<file path="config.mk">
export PLATFORM = sky130hd
export DESIGN_NAME = dispcfg_regfile
export DESIGN_NICKNAME = d
export VERILOG_FILES = /design/src/rtl/dispcfg_pkg.sv /design/src/rtl/dispcfg_decode.sv /design/src/rtl/dispcfg_bank.sv /design/src/rtl/dispcfg_ext.sv /design/src/rtl/dispcfg_regfile.sv
export SDC_FILE = /design/constraint.sdc
export NUM_CORES = 1
export LEC_CHECK = 0
export BUFFER_PORTS_ARGS = -buffer_cell sky130_fd_sc_hd__buf_2
export CAP_MARGIN = 10
export CORE_MARGIN = 2
export CORE_UTILIZATION = 50
export CTS_BUF_LIST = sky130_fd_sc_hd__clkbuf_4
export CTS_CLUSTER_DIAMETER = 100
export DETAILED_ROUTE_END_ITERATION = 7
export HOLD_SLACK_MARGIN = 0.12
export PLACE_DENSITY = 0.72
export SETUP_SLACK_MARGIN = 0.2
export SLEW_MARGIN = 20
export SYNTH_ARGS = -nofsm -noshare
export SYNTH_HDL_FRONTEND = slang
export SYNTH_SLANG_ARGS = --single-unit
</file>
<file path="constraint.sdc">
create_clock -name clk -period 1.52 [get_ports clk]
set_clock_uncertainty 0.1 [all_clocks]
set_input_delay 0.076 -clock clk [delete_from_list [all_inputs] [get_ports clk]]
set_output_delay 0.076 -clock clk [all_outputs]
set_load 0.01 [all_outputs]
</file>
<file path="src/rtl/dispcfg_pkg.sv">
package dispcfg_pkg;
    localparam logic [31:0] BO_BIG    = 32'hBEBE_BEBE;
    localparam logic [31:0] BO_LITTLE = 32'h1E1E_1E1E;
    localparam int          EXT_SPAN  = 8;

    typedef enum logic [2:0] {
        SEL_NONE,
        SEL_ID,
        SEL_MEM,
        SEL_REG,
        SEL_OOR,
        SEL_EXTSZ,
        SEL_EXTBO
    } sel_e;
endpackage

</file>
<file path="src/rtl/dispcfg_decode.sv">
module dispcfg_decode
    import dispcfg_pkg::*;
#(
    parameter int ADDR_W   = 12,
    parameter int NUM_REGS = 10,
    parameter int ID_IDX   = 0,
    parameter int MEM_IDX  = 10,
    parameter int EXT_BASE = 256,
    localparam int IDX_W   = $clog2(NUM_REGS)
) (
    input  logic [ADDR_W-1:0] addr,
    input  logic              wide,
    output sel_e              sel,
    output logic [IDX_W-1:0]  reg_idx
);
    localparam logic [ADDR_W-1:0] BASE_A = ADDR_W'(EXT_BASE);
    localparam logic [ADDR_W-1:0] SPAN_A = ADDR_W'(EXT_SPAN);
    localparam logic [ADDR_W-1:0] ID_A   = ADDR_W'(ID_IDX);
    localparam logic [ADDR_W-1:0] MEM_A  = ADDR_W'(MEM_IDX);
    localparam logic [ADDR_W-1:0] NUM_A  = ADDR_W'(NUM_REGS);
    localparam logic [ADDR_W-1:0] BO_OFF = ADDR_W'(4);

    logic [ADDR_W-1:0] full_idx;
    logic [ADDR_W-1:0] ext_off;

    always_comb begin
        full_idx = addr >> 1;
        ext_off  = addr - BASE_A;
        reg_idx  = full_idx[IDX_W-1:0];
        sel      = SEL_NONE;
        if (addr < BASE_A) begin
            if (full_idx == ID_A)       sel = SEL_ID;
            else if (full_idx == MEM_A) sel = SEL_MEM;
            else if (full_idx < NUM_A)  sel = SEL_REG;
            else                        sel = SEL_OOR;
        end else if (ext_off < SPAN_A && wide) begin
            if (ext_off == '0)          sel = SEL_EXTSZ;
            else if (ext_off == BO_OFF) sel = SEL_EXTBO;
        end
    end
endmodule

</file>
<file path="src/rtl/dispcfg_bank.sv">
module dispcfg_bank #(
    parameter int NUM_REGS = 10,
    localparam int IDX_W   = $clog2(NUM_REGS)
) (
    input  logic             clk,
    input  logic             rst_n,
    input  logic             wr_en,
    input  logic [IDX_W-1:0] idx,
    input  logic [15:0]      wval,
    output logic [15:0]      rval
);
    typedef struct packed {
        logic [NUM_REGS-1:0][15:0] regs;
    } bank_t;

    bank_t st_d, st_q;

    always_comb begin
        st_d = st_q;
        rval = '0;
        if (32'(idx) < NUM_REGS) begin
            rval = st_q.regs[idx];
            if (wr_en) st_d.regs[idx] = wval;
        end
    end

    always_ff @(posedge clk or negedge rst_n) begin
        if (!rst_n) st_q <= '0;
        else        st_q <= st_d;
    end


    bank_hold_chk: assert property (@(posedge clk) disable iff (!rst_n)
        !wr_en |=> $stable(st_q.regs));

    bank_store_chk: assert property (@(posedge clk) disable iff (!rst_n)
        (wr_en && 32'(idx) < NUM_REGS) |=> st_q.regs[$past(idx)] == $past(wval));
endmodule

</file>
<file path="src/rtl/dispcfg_ext.sv">
module dispcfg_ext
    import dispcfg_pkg::*;
(
    input  logic        clk,
    input  logic        rst_n,
    input  logic        bo_wr,
    input  logic [31:0] wval,
    output logic        big_q
);
    typedef struct packed {
        logic big;
    } ext_t;

    ext_t st_d, st_q;

    always_comb begin
        st_d = st_q;
        if (bo_wr) begin
            if (wval == BO_BIG)    st_d.big = 1'b1;
            if (wval == BO_LITTLE) st_d.big = 1'b0;
        end
    end

    always_ff @(posedge clk or negedge rst_n) begin
        if (!rst_n) st_q <= '0;
        else        st_q <= st_d;
    end

    assign big_q = st_q.big;


    bo_other_chk: assert property (@(posedge clk) disable iff (!rst_n)
        (bo_wr && wval != BO_BIG && wval != BO_LITTLE) |=> $stable(big_q));

    bo_set_chk: assert property (@(posedge clk) disable iff (!rst_n)
        (bo_wr && wval == BO_BIG) |=> big_q);

    bo_clr_chk: assert property (@(posedge clk) disable iff (!rst_n)
        (bo_wr && wval == BO_LITTLE) |=> !big_q);
endmodule

</file>
<file path="src/rtl/dispcfg_regfile.sv">
module dispcfg_regfile
    import dispcfg_pkg::*;
#(
    parameter int          ADDR_W     = 12,
    parameter int          NUM_REGS   = 10,
    parameter int          ID_IDX     = 0,
    parameter int          MEM_IDX    = 10,
    parameter int          EXT_BASE   = 256,
    parameter logic [15:0] ID_VALUE   = 16'hB0C5,
    parameter longint      VMEM_BYTES = 64'd16777216,
    localparam int         IDX_W      = $clog2(NUM_REGS)
) (
    input  logic              clk,
    input  logic              rst_n,
    input  logic [ADDR_W-1:0] addr,
    input  logic [31:0]       wdata,
    input  logic              wide,
    input  logic              we,
    input  logic              re,
    output logic [31:0]       rdata
);
    localparam logic [15:0] MEM_UNITS = 16'(VMEM_BYTES / 65536);

    typedef struct packed {
        logic [31:0] rd;
    } top_t;

    top_t             st_d, st_q;
    sel_e             sel;
    logic [IDX_W-1:0] reg_idx;
    logic [15:0]      bank_val;
    logic             big;

    dispcfg_decode #(
        .ADDR_W(ADDR_W), .NUM_REGS(NUM_REGS), .ID_IDX(ID_IDX),
        .MEM_IDX(MEM_IDX), .EXT_BASE(EXT_BASE)
    ) u_dec (
        .addr(addr), .wide(wide), .sel(sel), .reg_idx(reg_idx)
    );

    dispcfg_bank #(.NUM_REGS(NUM_REGS)) u_bank (
        .clk(clk), .rst_n(rst_n),
        .wr_en(we && sel == SEL_REG),
        .idx(reg_idx), .wval(wdata[15:0]), .rval(bank_val)
    );

    dispcfg_ext u_ext (
        .clk(clk), .rst_n(rst_n),
        .bo_wr(we && sel == SEL_EXTBO),
        .wval(wdata), .big_q(big)
    );

    always_comb begin
        st_d = st_q;
        if (re) begin
            unique case (sel)
                SEL_ID:    st_d.rd = {16'h0, ID_VALUE};
                SEL_MEM:   st_d.rd = {16'h0, MEM_UNITS};
                SEL_REG:   st_d.rd = {16'h0, bank_val};
                SEL_OOR:   st_d.rd = 32'h0000_FFFF;
                SEL_EXTSZ: st_d.rd = 32'(EXT_SPAN);
                SEL_EXTBO: st_d.rd = big ? BO_BIG : BO_LITTLE;
                default:   st_d.rd = '0;
            endcase
        end
    end

    always_ff @(posedge clk or negedge rst_n) begin
        if (!rst_n) st_q <= '0;
        else        st_q <= st_d;
    end

    assign rdata = st_q.rd;


    rd_hold_chk: assert property (@(posedge clk) disable iff (!rst_n)
        !re |=> $stable(rdata));

    id_read_chk: assert property (@(posedge clk) disable iff (!rst_n)
        (re && sel == SEL_ID) |=> rdata == {16'h0, ID_VALUE});

    oor_read_chk: assert property (@(posedge clk) disable iff (!rst_n)
        (re && sel == SEL_OOR) |=> rdata == 32'h0000_FFFF);

    narrow_ext_chk: assert property (@(posedge clk) disable iff (!rst_n)
        (re && !wide && addr >= ADDR_W'(EXT_BASE)) |=> rdata == '0);
endmodule

</file>
## Yosys cells after proc, flatten, opt, wreduce, memory -nomap -nowiden

Cells that the tools add are included.

- Flip-flop bits (word level): 193
- Word-level logic and storage cells: 55

- Add/subtract/negate cells: 1
- $lt $le $gt $ge: 6
- Equality and inequality tests: 10
- Mux-type cells: 17
- Reduce and logical (&&, ||, !) cells: 9

Operators with widths:

| cell | count |
|---|---|
| 32-bit case mux with 6 select lines | 1 |
| 160-bit bitwise mux | 1 |
| 16-bit binary-select mux with 4-bit select | 1 |
| 16-bit demux with 4-bit select | 1 |
| 16-bit two-way mux | 3 |
| 32-bit by 29-bit equality test with 1-bit output, second input constant | 1 |
| 32-bit equality test, second input constant | 1 |
| 32-bit two-way mux | 1 |
| 12-bit zero test | 2 |
| 3-bit two-way mux | 7 |
| 12-bit by 3-bit equality test with 1-bit output, second input constant | 1 |
| 12-bit by 4-bit < comparator with 1-bit output, second input constant | 1 |
| 12-bit by 9-bit < comparator with 1-bit output, second input constant | 1 |
| 12-bit by 9-bit subtractor with 12-bit output, second input constant | 1 |
| 11-bit by 4-bit equality test with 1-bit output, second input constant | 1 |
| 11-bit by 4-bit < comparator with 1-bit output, second input constant | 1 |
| 3-bit equality test, second input constant | 3 |
| 3-bit by 2-bit equality test with 1-bit output, second input constant | 2 |
| 4-bit by 5-bit < comparator with 1-bit output, second input constant | 1 |
| 4-bit by 1-bit >= comparator with 1-bit output, second input constant | 1 |
| 1-bit logical AND | 4 |
| 4-bit < comparator, second input constant | 1 |
| 2-bit AND reduction | 2 |
| 3-bit by 1-bit equality test with 1-bit output, second input constant | 1 |
| other kinds (2) | 3 |

## Longest topological paths before layout

- Depth after elaboration: 9
- Depth in mapped cells: 10
- Depth with buffers taken out: 5

## Hierarchy

Synthesis repeated with hierarchy kept, for this count alone.

- Cell total of the unflattened synthesis: 634
- Area total of the unflattened synthesis: 8740.9 um^2

By module, submodules not included:

| module | times used | cells an instance | area each (um^2) | sequential area each (um^2) |
|---|---|---|---|---|
| dispcfg_bank | 1 | 484 | 7378.3 | 4003.8 |
| dispcfg_regfile | 1 | 110 | 1058.5 | 450.4 |
| dispcfg_decode | 1 | 22 | 152.6 | 0.0 |
| dispcfg_ext | 1 | 18 | 151.4 | 25.0 |

## Worst setup path after synthesis

No wires, ideal clock.

- Path type: input port to flip-flop
- From: input port addr[8]
- To: register u_bank.st_q[53] (netlist name)
- Arrival: 1.999 ns
- Required time: 1.295 ns
- Slack: -0.705 ns
- Cell stages on the path: 10
- Cell sequence: or4_1 -> buf_2 -> nor2_4 -> and4b_1 -> buf_4 -> buf_6 -> and4_1 -> buf_6 -> buf_12 -> mux2_4

- Word-level cells in the longest chain between the ends: 9
- Elaborated cells between the ends (all ways): 19
- Those cells by class: add/sub (1); order compare (3); eq/ne (3); mux (7); reduce/logical (5)

RTL lines:

| element | line | text |
|---|---|---|
| start, declared | dispcfg_regfile.sv:15 | `input logic [ADDR_W-1:0] addr,` |
| parallel branches: the longest is 5 deep, another holds 12-bit by 9-bit subtractor with 12-bit output | -- |  |
| 3-bit two-way mux (*) | dispcfg_decode.sv:31 | `if (addr < BASE_A) begin` |
| 3-bit by 2-bit equality test with 1-bit output (*) | dispcfg_regfile.sv:43 | `.wr_en(we && sel == SEL_REG),` |
| 1-bit logical AND (*) | dispcfg_regfile.sv:43 |  |
| 2-bit AND reduction (no line) (*) | -- |  |
| end signal, assigned | dispcfg_bank.sv:29 | `else st_q <= st_d;` |
| end, declared | dispcfg_bank.sv:16 | `bank_t st_d, st_q;` |

Mark *: on every way between the ends.
A chain may end at the register's enable or synchronous reset.

## Final worst setup path

- From: input port addr[10]
- To: register u_bank.st_q[28] (netlist name)

The elaborated chain is that of the path after synthesis.

==> out/qor.yml <==
cp_max_fo: 7
syn2layout_area_growth_pct: 39.85
gp_congestion: 0.9796
dr.pass1.iters: 7
initial_utilization_pct: 51.06
synthesis.area_sq_um: 8437
ant_nets: 0
grt_setup_unrepaired: "true"
met1_length_microns: 10810
die_h_microns: 133.9
setup_viol: 162
synth_seq_cells: 179
drt-total-wl_microns: 26960
die_w_microns: 133.9
routed_via_density: 6.120
tightest_slew_ns: 0.6152
postSynthCellCount: 621
fin_crit_ns: 1.730
grt_max_degree: 41
rows: 47
crit_path_start: "addr[10]"
drv_slew: 0
seq_power_share_pct: 56.0
design.die.area_sq_um: 17930
grtUsageTotal_pct: 29.99
clkSinkCount: 179
tns_ns: -21.35
holdWs_ns: -0.02222
grt_pass1_vias: 6821
final_min_period_over_clock_period_pct: 113.8
crit_required_ns: 1.90
rr_startpoint: "u_bank.st_q[124]"
antenna_found_initial: 1
synth.distinct_cells: 45
seq_area_frac_synth_pct: 53.09
clockRootBuffer: "clkbuf_4"
final_common_cell: "dfrtp_1"
cts_buffer_depth: 2
crit_arrival_ns: 2.11
crit_path_frequent_cell: "buf_6"
drc: 0
final_net_count: 875
p_leak_nw: 5.742
top_layer_used: "met4"
start_kind: "primary input"
insertion_delay_ns: 0.59
p_sw_mw: 2.136
violations: "hold timing, setup timing"
pre_cts_ws_ns: -0.7854
outcome: "finished with violations"
wl_per_cell_microns: 25.43
port_buffers: 76
dp.cells: 927
syn_avg_cell_area_sq_um: 13.59
yosysTopAreaCell: "dfrtp_1"
dp_hpwl_microns: 14800
critical_path.max_stage_delay_ns: 0.57
timing.fmax_mhz: 578.0
yosysWarnings: 0
postLayoutCoreUtil_pct: 71.40
p_comb_share_pct: 8.7
cts.clk_slew.worst_paths_ns: 0.15
synth_top_area_share_pct: 53.09
cts_htree_levels: 4
slew-limit-headroom_pct: 58.90
most-common-layout-cells: "178 x dfrtp_1, 143 x mux2_4, 121 x buf_4, 61 x buf_2, 32 x mux2_2"
cp_slowest_cell: "or4_4"
crit_chain: "buf_6 -> or4_4 -> nor2_4 -> and4b_2 -> buf_6 -> and4_4 -> buf_8 -> mux2_4"
wl_met2_microns: 13260
drive_above_1_share_pct: 63.65
p_per_area_nw_per_um2: 723.2
grt_pass1_wl_microns: 40370
internal_power_mw: 6.397
io_pins: 81
drv_cap: 0
grt_overflow: 0
num_vias: 6487
pwr-share-clk_pct: 35.2
fin_area_sq_um: 11800
cts_tree: "built"
cts_buffers: 17
design.core.area_sq_um: 16520
finalHoldViolations: 1
min-delay-start: "wdata[24]"
dr_wl_met3_microns: 1472
final_cells: 1060
setup_ws_ns: -0.2101
drtIter0Drc: 615
swShare_pct: 25.03
place_area_sq_um: 9470
end_kind: "flop"
finalPower_mw: 8.533
ir_drop_uv: 523.1
hold_class: "primary input to flop"
synthTopCellsByArea: "dfrtp_1 53%, mux2_2 22%, mux4_2 4.5%, a22oi_1 3.1%, buf_4 2.6%"
path_class: "primary input to flop"
[flip-flops by register name, summed over array words and instances, names as in the netlist]
| signal | cells |
|---|---|
| rdata | 18 |
| u_bank.st_q | 160 |
| u_ext.big_q | 1 |
[critical path, delay by kind of cell]
kind          cells  cell delay (ns)
mux               1             0.31
buf+inv           3             0.38
simple gates      4             1.35
[what timing repair did]
| item | CTS | global route |
|---|---|---|
| setup buffers | 30 | 28 |
| resized for setup | 234 | 38 |
| hold buffers | 30 | 4 |
| hold endpoints to repair | 342 | 39 |
| endpoints found under the setup margin | 188 | 208 |
| pin swaps | 32 | 19 |
| gates cloned | 11 | 0 |
[final timing paths]
check | end | slack [ns] | cells past startpoint
worst max-delay path | u_bank.st_q[28] | -0.21 | 8
max in group asynchronous | u_bank.st_q[74] | 0.29 | 4
worst min-delay path | u_ext.big_q | -0.02 | 5
worst max register to register | rdata[12] | -0.14 | 5
worst min register to register | u_bank.st_q[0] | 0.30 | 0
min in group asynchronous | rdata[10] | 0.40 | 3
[layout make-up]
cell class / instances / area [sq um]
Multi-Input combinational cell: 362 / 4375
Timing Repair Buffer: 265 / 2338
Tap cell: 220 / 275.3
Inverter: 1 / 3.754
Antenna cell: 1 / 2.502
Sequential cell: 179 / 4481
Clock buffer: 18 / 135.1
Clock inverter: 14 / 187.7
Fill cell: 933 / 4726
[power groups by stage]
stage / clock, mW / sequential, mW / combinational [mW]
after floorplan: 0 / 4.87 / 0.212
after global placement: 0 / 4.87 / 0.579
after detailed placement: 0 / 4.87 / 0.593
after CTS: 3.00 / 4.78 / 0.697
after global routing: 3.22 / 4.78 / 0.801
final: 3.01 / 4.78 / 0.746
[synth_stat cells (all sizes together)]
cell       n
mux2i      1
nor2b      2
o2bb2ai   14
nand4bb    1
dfrtp    179
and3       2
and3b      1
mux2     175
nor3       8
o31ai      1
inv        1
nor4bb     1
o21ai      4
a21oi     11
a222oi     1
a221oi     2
nand4      5
nand2     19
nor3b      2
nor2       9
nor4b      1
nor4       4
nand3     18
conb       1
or4        1
a211oi     4
a21o       1
and4b      5
a22oi     35
o21a       2
mux4      17
nand4b     1
and4       6
and2       1
buf       47
or3        2
clkbuf    36
[routing by layer]
metal | GRT usage [%] | vias to the layer above
met2 | 49.15 | 325
met1 | 39.17 | 3361
met3 | 5.669 | 115
met5 | 0 | -
li1 | - | 2686
met4 | 13.36 | 0
[cells by family after synthesis]
group           count (synthesis)  synth area share, %
buf+inv                        84                5.650
mux                           193                28.46
other cells                     1              0.04445
flops                         179                53.09
simple gates                   89                6.258
compound gates                 75                6.496
Note: power is estimated with default switching activity, not from simulation.
